File: src/rtl/tick_timer_pkg.sv
package tick_timer_pkg;
  typedef enum logic [1:0] {
    TM_OFF    = 2'b00,
    TM_RELOAD = 2'b01,
    TM_SINGLE = 2'b10,
    TM_FREE   = 2'b11
  } tmode_e;

  // control word fields, counted down from the top bit
  localparam int CTL_HDR_W = 4;   // mode(2) + enable + pending
  localparam int IE_OFS    = 2;   // offset of enable below the top bit
  localparam int PEND_OFS  = 3;   // offset of pending below the top bit
endpackage

File: src/rtl/tt_match.sv
module tt_match
  import tick_timer_pkg::*;
#(
  parameter int CNT_W = 32,
  localparam int PER_W = CNT_W - CTL_HDR_W
) (
  input  logic [CNT_W-1:0] count,
  input  logic [PER_W-1:0] period,
  input  tmode_e           mode,
  input  logic             running,
  input  logic             tick_en,
  output logic             hit
);
  function automatic logic field_eq(input logic [CNT_W-1:0] c,
                                    input logic [PER_W-1:0] p);
    return c[PER_W-1:0] == p;
  endfunction

  always_comb hit = tick_en && running && (mode != TM_OFF) && field_eq(count, period);
endmodule

File: src/rtl/tt_counter.sv
module tt_counter
  import tick_timer_pkg::*;
#(
  parameter int CNT_W = 32
) (
  input  logic             clk,
  input  logic             rst_n,
  input  logic             tick_en,
  input  logic             running,
  input  logic             hit,
  input  tmode_e           mode,
  input  logic             cnt_wr,
  input  logic [CNT_W-1:0] wr_data,
  output logic [CNT_W-1:0] count
);
  function automatic logic [CNT_W-1:0] next_count(input logic [CNT_W-1:0] c,
                                                  input logic h,
                                                  input tmode_e m,
                                                  input logic adv);
    if (h && m == TM_RELOAD) return '0;
    if (h && m == TM_SINGLE) return c;
    if (adv)                 return c + CNT_W'(1);
    return c;
  endfunction

  always_ff @(posedge clk) begin
    if (!rst_n)      count <= '0;
    else if (cnt_wr) count <= wr_data;
    else             count <= next_count(count, hit, mode, tick_en && running);
  end
endmodule

File: src/rtl/tt_ctrl.sv
module tt_ctrl
  import tick_timer_pkg::*;
#(
  parameter int CNT_W = 32
) (
  input  logic             clk,
  input  logic             rst_n,
  input  logic             hit,
  input  logic             mode_wr,
  input  logic [CNT_W-1:0] wr_data,
  output logic [CNT_W-1:0] ctl,
  output logic             running
);
  localparam int IE_B   = CNT_W - 1 - IE_OFS;
  localparam int PEND_B = CNT_W - 1 - PEND_OFS;

  tmode_e cur_mode, new_mode;
  always_comb cur_mode = tmode_e'(ctl[CNT_W-1 -: 2]);
  always_comb new_mode = tmode_e'(wr_data[CNT_W-1 -: 2]);

  always_ff @(posedge clk) begin
    if (!rst_n)                ctl <= '0;
    else if (mode_wr)          ctl <= wr_data;
    else if (hit && ctl[IE_B]) ctl[PEND_B] <= 1'b1;
  end

  always_ff @(posedge clk) begin
    if (!rst_n)                                running <= 1'b1;
    else if (mode_wr && new_mode != TM_OFF)    running <= 1'b1;
    else if (hit && cur_mode == TM_SINGLE)     running <= 1'b0;
  end
endmodule

File: src/rtl/tick_timer.sv
module tick_timer
  import tick_timer_pkg::*;
#(
  parameter int CNT_W = 32,
  localparam int PER_W = CNT_W - CTL_HDR_W
) (
  input  logic             clk,
  input  logic             rst_n,
  input  logic             tick_en,
  input  logic             wr_en,
  input  logic             wr_sel,
  input  logic [CNT_W-1:0] wr_data,
  output logic [CNT_W-1:0] count_o,
  output logic [CNT_W-1:0] mode_o,
  output logic             irq_o
);
  // named internal events, observed by the checker
  logic   hit_w, cnt_wr_w, mode_wr_w, run_w;
  tmode_e mode_w;

  assign cnt_wr_w  = wr_en && !wr_sel;
  assign mode_wr_w = wr_en && wr_sel;
  assign mode_w    = tmode_e'(mode_o[CNT_W-1 -: 2]);

  tt_match #(.CNT_W(CNT_W)) u_match (
    .count(count_o), .period(mode_o[PER_W-1:0]), .mode(mode_w),
    .running(run_w), .tick_en(tick_en), .hit(hit_w)
  );

  tt_counter #(.CNT_W(CNT_W)) u_cnt (
    .clk(clk), .rst_n(rst_n), .tick_en(tick_en), .running(run_w),
    .hit(hit_w), .mode(mode_w), .cnt_wr(cnt_wr_w), .wr_data(wr_data),
    .count(count_o)
  );

  tt_ctrl #(.CNT_W(CNT_W)) u_ctl (
    .clk(clk), .rst_n(rst_n), .hit(hit_w), .mode_wr(mode_wr_w),
    .wr_data(wr_data), .ctl(mode_o), .running(run_w)
  );

  assign irq_o = mode_o[CNT_W-1-IE_OFS] && mode_o[CNT_W-1-PEND_OFS];
endmodule

File: config.mk
export PLATFORM = sky130hd
export DESIGN_NAME = tick_timer
export DESIGN_NICKNAME = d
export VERILOG_FILES = /design/src/rtl/tick_timer_pkg.sv /design/src/rtl/tt_match.sv /design/src/rtl/tt_counter.sv /design/src/rtl/tt_ctrl.sv /design/src/rtl/tick_timer.sv
export SDC_FILE = /design/constraint.sdc
export NUM_CORES = 1
export LEC_CHECK = 0
export BUFFER_PORTS_ARGS = -buffer_cell sky130_fd_sc_hd__buf_4
export CAP_MARGIN = 10
export CORE_ASPECT_RATIO = 1.75
export CORE_UTILIZATION = 55
export CTS_CLUSTER_DIAMETER = 30
export DETAILED_ROUTE_END_ITERATION = 10
export PLACE_DENSITY = 0.83
export SYNTH_ARGS = -nofsm -noshare
export SYNTH_HDL_FRONTEND = slang
export SYNTH_SLANG_ARGS = --single-unit
File: constraint.sdc
create_clock -name clk -period 3.6 [get_ports clk]
set_input_delay 0.54 -clock clk [delete_from_list [all_inputs] [get_ports clk]]
set_output_delay 0.54 -clock clk [all_outputs]
set_load 0.05 [all_outputs]
==> impl_metrics.toml <==
[setup_path]
path_cells = "xnor2_1 > nand4_1 > nor4_2 > and4_1 > nor2_2 > nand2_1 > o22ai_1"
cp.buffers_inverters = 0
slowest_delay_ns = 0.50
reg2reg_setup_slack_ns = 0.80
critPathTopFamily = "simple AND/OR/NAND/NOR gates"
worst_setup_path_end_kind = "flip-flop"
start_kind = "flip-flop"
cp_slowest_cell = "and4_1"
arrival_ns = 2.99
critPathKind = "flip-flop to flip-flop"
critPathMaxFanout = 10
critical_path_required_ns = 3.78

[clock_network]
hold_buffers = 0
tritoncts = "built"
cts-root-buf = "clkbuf_16"
htreeDepth = 3
clk_pin_slew_ns = 0.05
cts_buffers = 9
post_cts_resize_count = 0
numClockSinks = 65
clock_latency_ns = 0.33
cts_setup_buffers = 0
clk_path_buf_depth = 2

[sta]
final_max_slew_viol_count = 0
final.setup_skew_ns = 0.00400
tns_ns = 0
finalCritPeriodShare_pct = 77.9
rsz0062_at_grt = "no"
fmax_mhz = 357
maxSlewHeadroom_pct = 50.5
tightest_slew_ns = 0.740
min_period_ns = 2.80
finalHoldViolCount = 0
fin_ws_ns = 0.795
setup_violations = 0

[floorplanning]
core-area_um2 = 6490
rows = 39
dieHeight_um = 110
io_pins = 102
fp.dieArea_um2 = 7010
die_w_um = 63.7
start_util_pct = 56.5

[placement]
dp_cells = 622
port_buffers = 101
finalWeightedCongestion = 0.996
dp_slack_ns = 0.716
dpl.hpwl_mm = 8.73

[synthesis]
synth_edf_count = 0
ys_seq_elements = 65
syn_avg_cell_area_um2 = 7.86
synth_top_area_share_pct = 35.5
synthArstFlopShare_pct = 0
ys.flop_type = "dfxtp_1"
synth_area_leaders = "dfxtp_1 36%, nand2_1 9.1%, a21oi_1 5.6%"
synth_fp_nets = 504
postSynthCellCount = 466
yosys_warnings = 0
synth.distinct_cells = 59
ys_seq_area_share_pct = 35.5
syn_area_um2 = 3660
synth.largest_area_cell = "dfxtp_1"

[power]
ir_worst_vdd_uv = 382
p_per_area_nw_per_um2 = 452
leakagePower_nw = 1.93

[layout]
num_antenna_cells = 0
fill_cells = 531
area_growth_pct = 28.4
drive_gt1_share_pct = 25.0
layoutNonFillerInstCount = 635
nets = 589

[status]
outcome = "finished, final reports clean"

[route]
via_per_inst = 6.36
wirelength_mm = 12.5
drc_errors = 0
via_count = 4038
drt_iter0_drc = 427
ant_nets = 0
firstDrtPassIters = 9
wl_per_cell_um = 19.7

[grt]
grt_pass1_vias = 3678
grt_first_pass_wirelength_mm = 19.0
grt_overflow_total = 0
grt_start_max_net_pins = 50
grt_usage_pct = 36.4
grt_antenna_before_repair = 0

[job]
cap_violations = 0

[min_path]
worstHoldPathType = "input pin to flip-flop"
==> worst paths after layout <==
path,start,end,depth (start not counted)
worst min register to register,u_ctl.ctl[5],u_ctl.ctl[5],2
worst min-delay path,wr_data[2],u_cnt.count[2],3
worst max-delay path,u_cnt.count[21],u_cnt.count[30],7
worst max register to register,u_cnt.count[21],u_cnt.count[30],7
==> cells in the mapped netlist, drive strengths merged, types with 2 or more instances <==
library cell   n
nand2         89
dfxtp         65
a21oi         41
clkbuf        24
nand4         22
a22oi         21
xnor2         21
nand3         20
o21ai         20
nor2          13
buf           11
a31oi          9
and3           9
mux2i          9
and2           8
inv            8
o22ai          8
or4            7
and4           6
or3            6
xor2           6
a22o           5
a21o           4
nor3           4
a221oi         3
nor4           3
nor4b          3
o311ai         3
a41o           2
o211ai         2
==> cell usage in the layout (no fill, tap or decap), drive strengths merged, types with 2 or more instances in the layout <==
cell    instances
dfxtp          65
a22oi          21
nor2           13
mux2i           9
inv             8
nand4          22
and3            9
nor4b           3
nand3          20
buf           109
a41o            2
a31oi           9
and4            6
o21ai          20
xnor2          21
nor3            4
nor4            3
a22o            5
nand2          89
xor2            6
o211ai          2
a221oi          3
and2            8
a21oi          41
a21o            4
o311ai          3
or4             7
or3             6
o22ai           8
clkbuf         13
==> per-stage QoR <==
step	instance area, µm²	power [mW]	hold slack, ns	util [%]
6_report	4700	2.13	0.436	72.5
2_1_floorplan	3660	1.15	0.453	-
4_1_cts	4700	2.12	0.433	72.5
3_3_place_gp	4430	1.32	0.463	68.3
5_1_grt	4700	2.19	0.445	72.5
3_5_place_dp	4430	1.33	0.480	68.3
==> logic make-up (layout without fill, tap and decap cells) <==
kind of cell	count (synthesis)	in the layout	share of synthesized area, %
xor gates and xnor gates	27	27	6.66
buffers and inverters	43	130	5.02
AOI/OAI and AO/OA	125	125	22.0
muxes	10	10	2.77
DFF	65	65	35.5
and+or+nand+nor	195	195	27.7
adders and majority gates	1	1	0.341
==> per-layer routing <==
metal	wire [µm]	track usage [%]	vias to the layer above	part of all wire, %
met5	0	0	-	0
met1	4540	39.3	1927	36
li1	-	-	1878	-
met2	6620	66.4	194	53
met3	756	3.50	39	6.0
met4	608	24.7	0	4.9
==> worst reg2reg max path: stages, from the launching register on <==
cell     delay [ns]
dfxtp_1        0.48
xnor2_1        0.22
nand4_1        0.20
nor4_2         0.43
and4_1         0.50
nor2_2         0.23
nand2_1        0.43
o22ai_1        0.17
==> power breakdown <==
part	internal, mW	switching [mW]	total, mW
Sequential	0.764	0.0675	0.832
Clock	0.510	0.298	0.808
Combinational	0.167	0.320	0.487
Total	1.44	0.685	2.13
==> state kept, by name, summed over array words and instances (netlist names) <==
signal,cells
u_ctl.running,1
u_cnt.count,32
u_ctl.ctl,32
==> cell type report <==
type	instances	area (µm²)	share of cell area, %
tap	82	103	2.18
timing repair buffer	109	818	17.4
multi-input combinational	358	2180	46.4
clock buffer	13	270	5.74
sequential	65	1300	27.7
inverter	8	30.0	0.638
(Power assumes the default switching activity.)
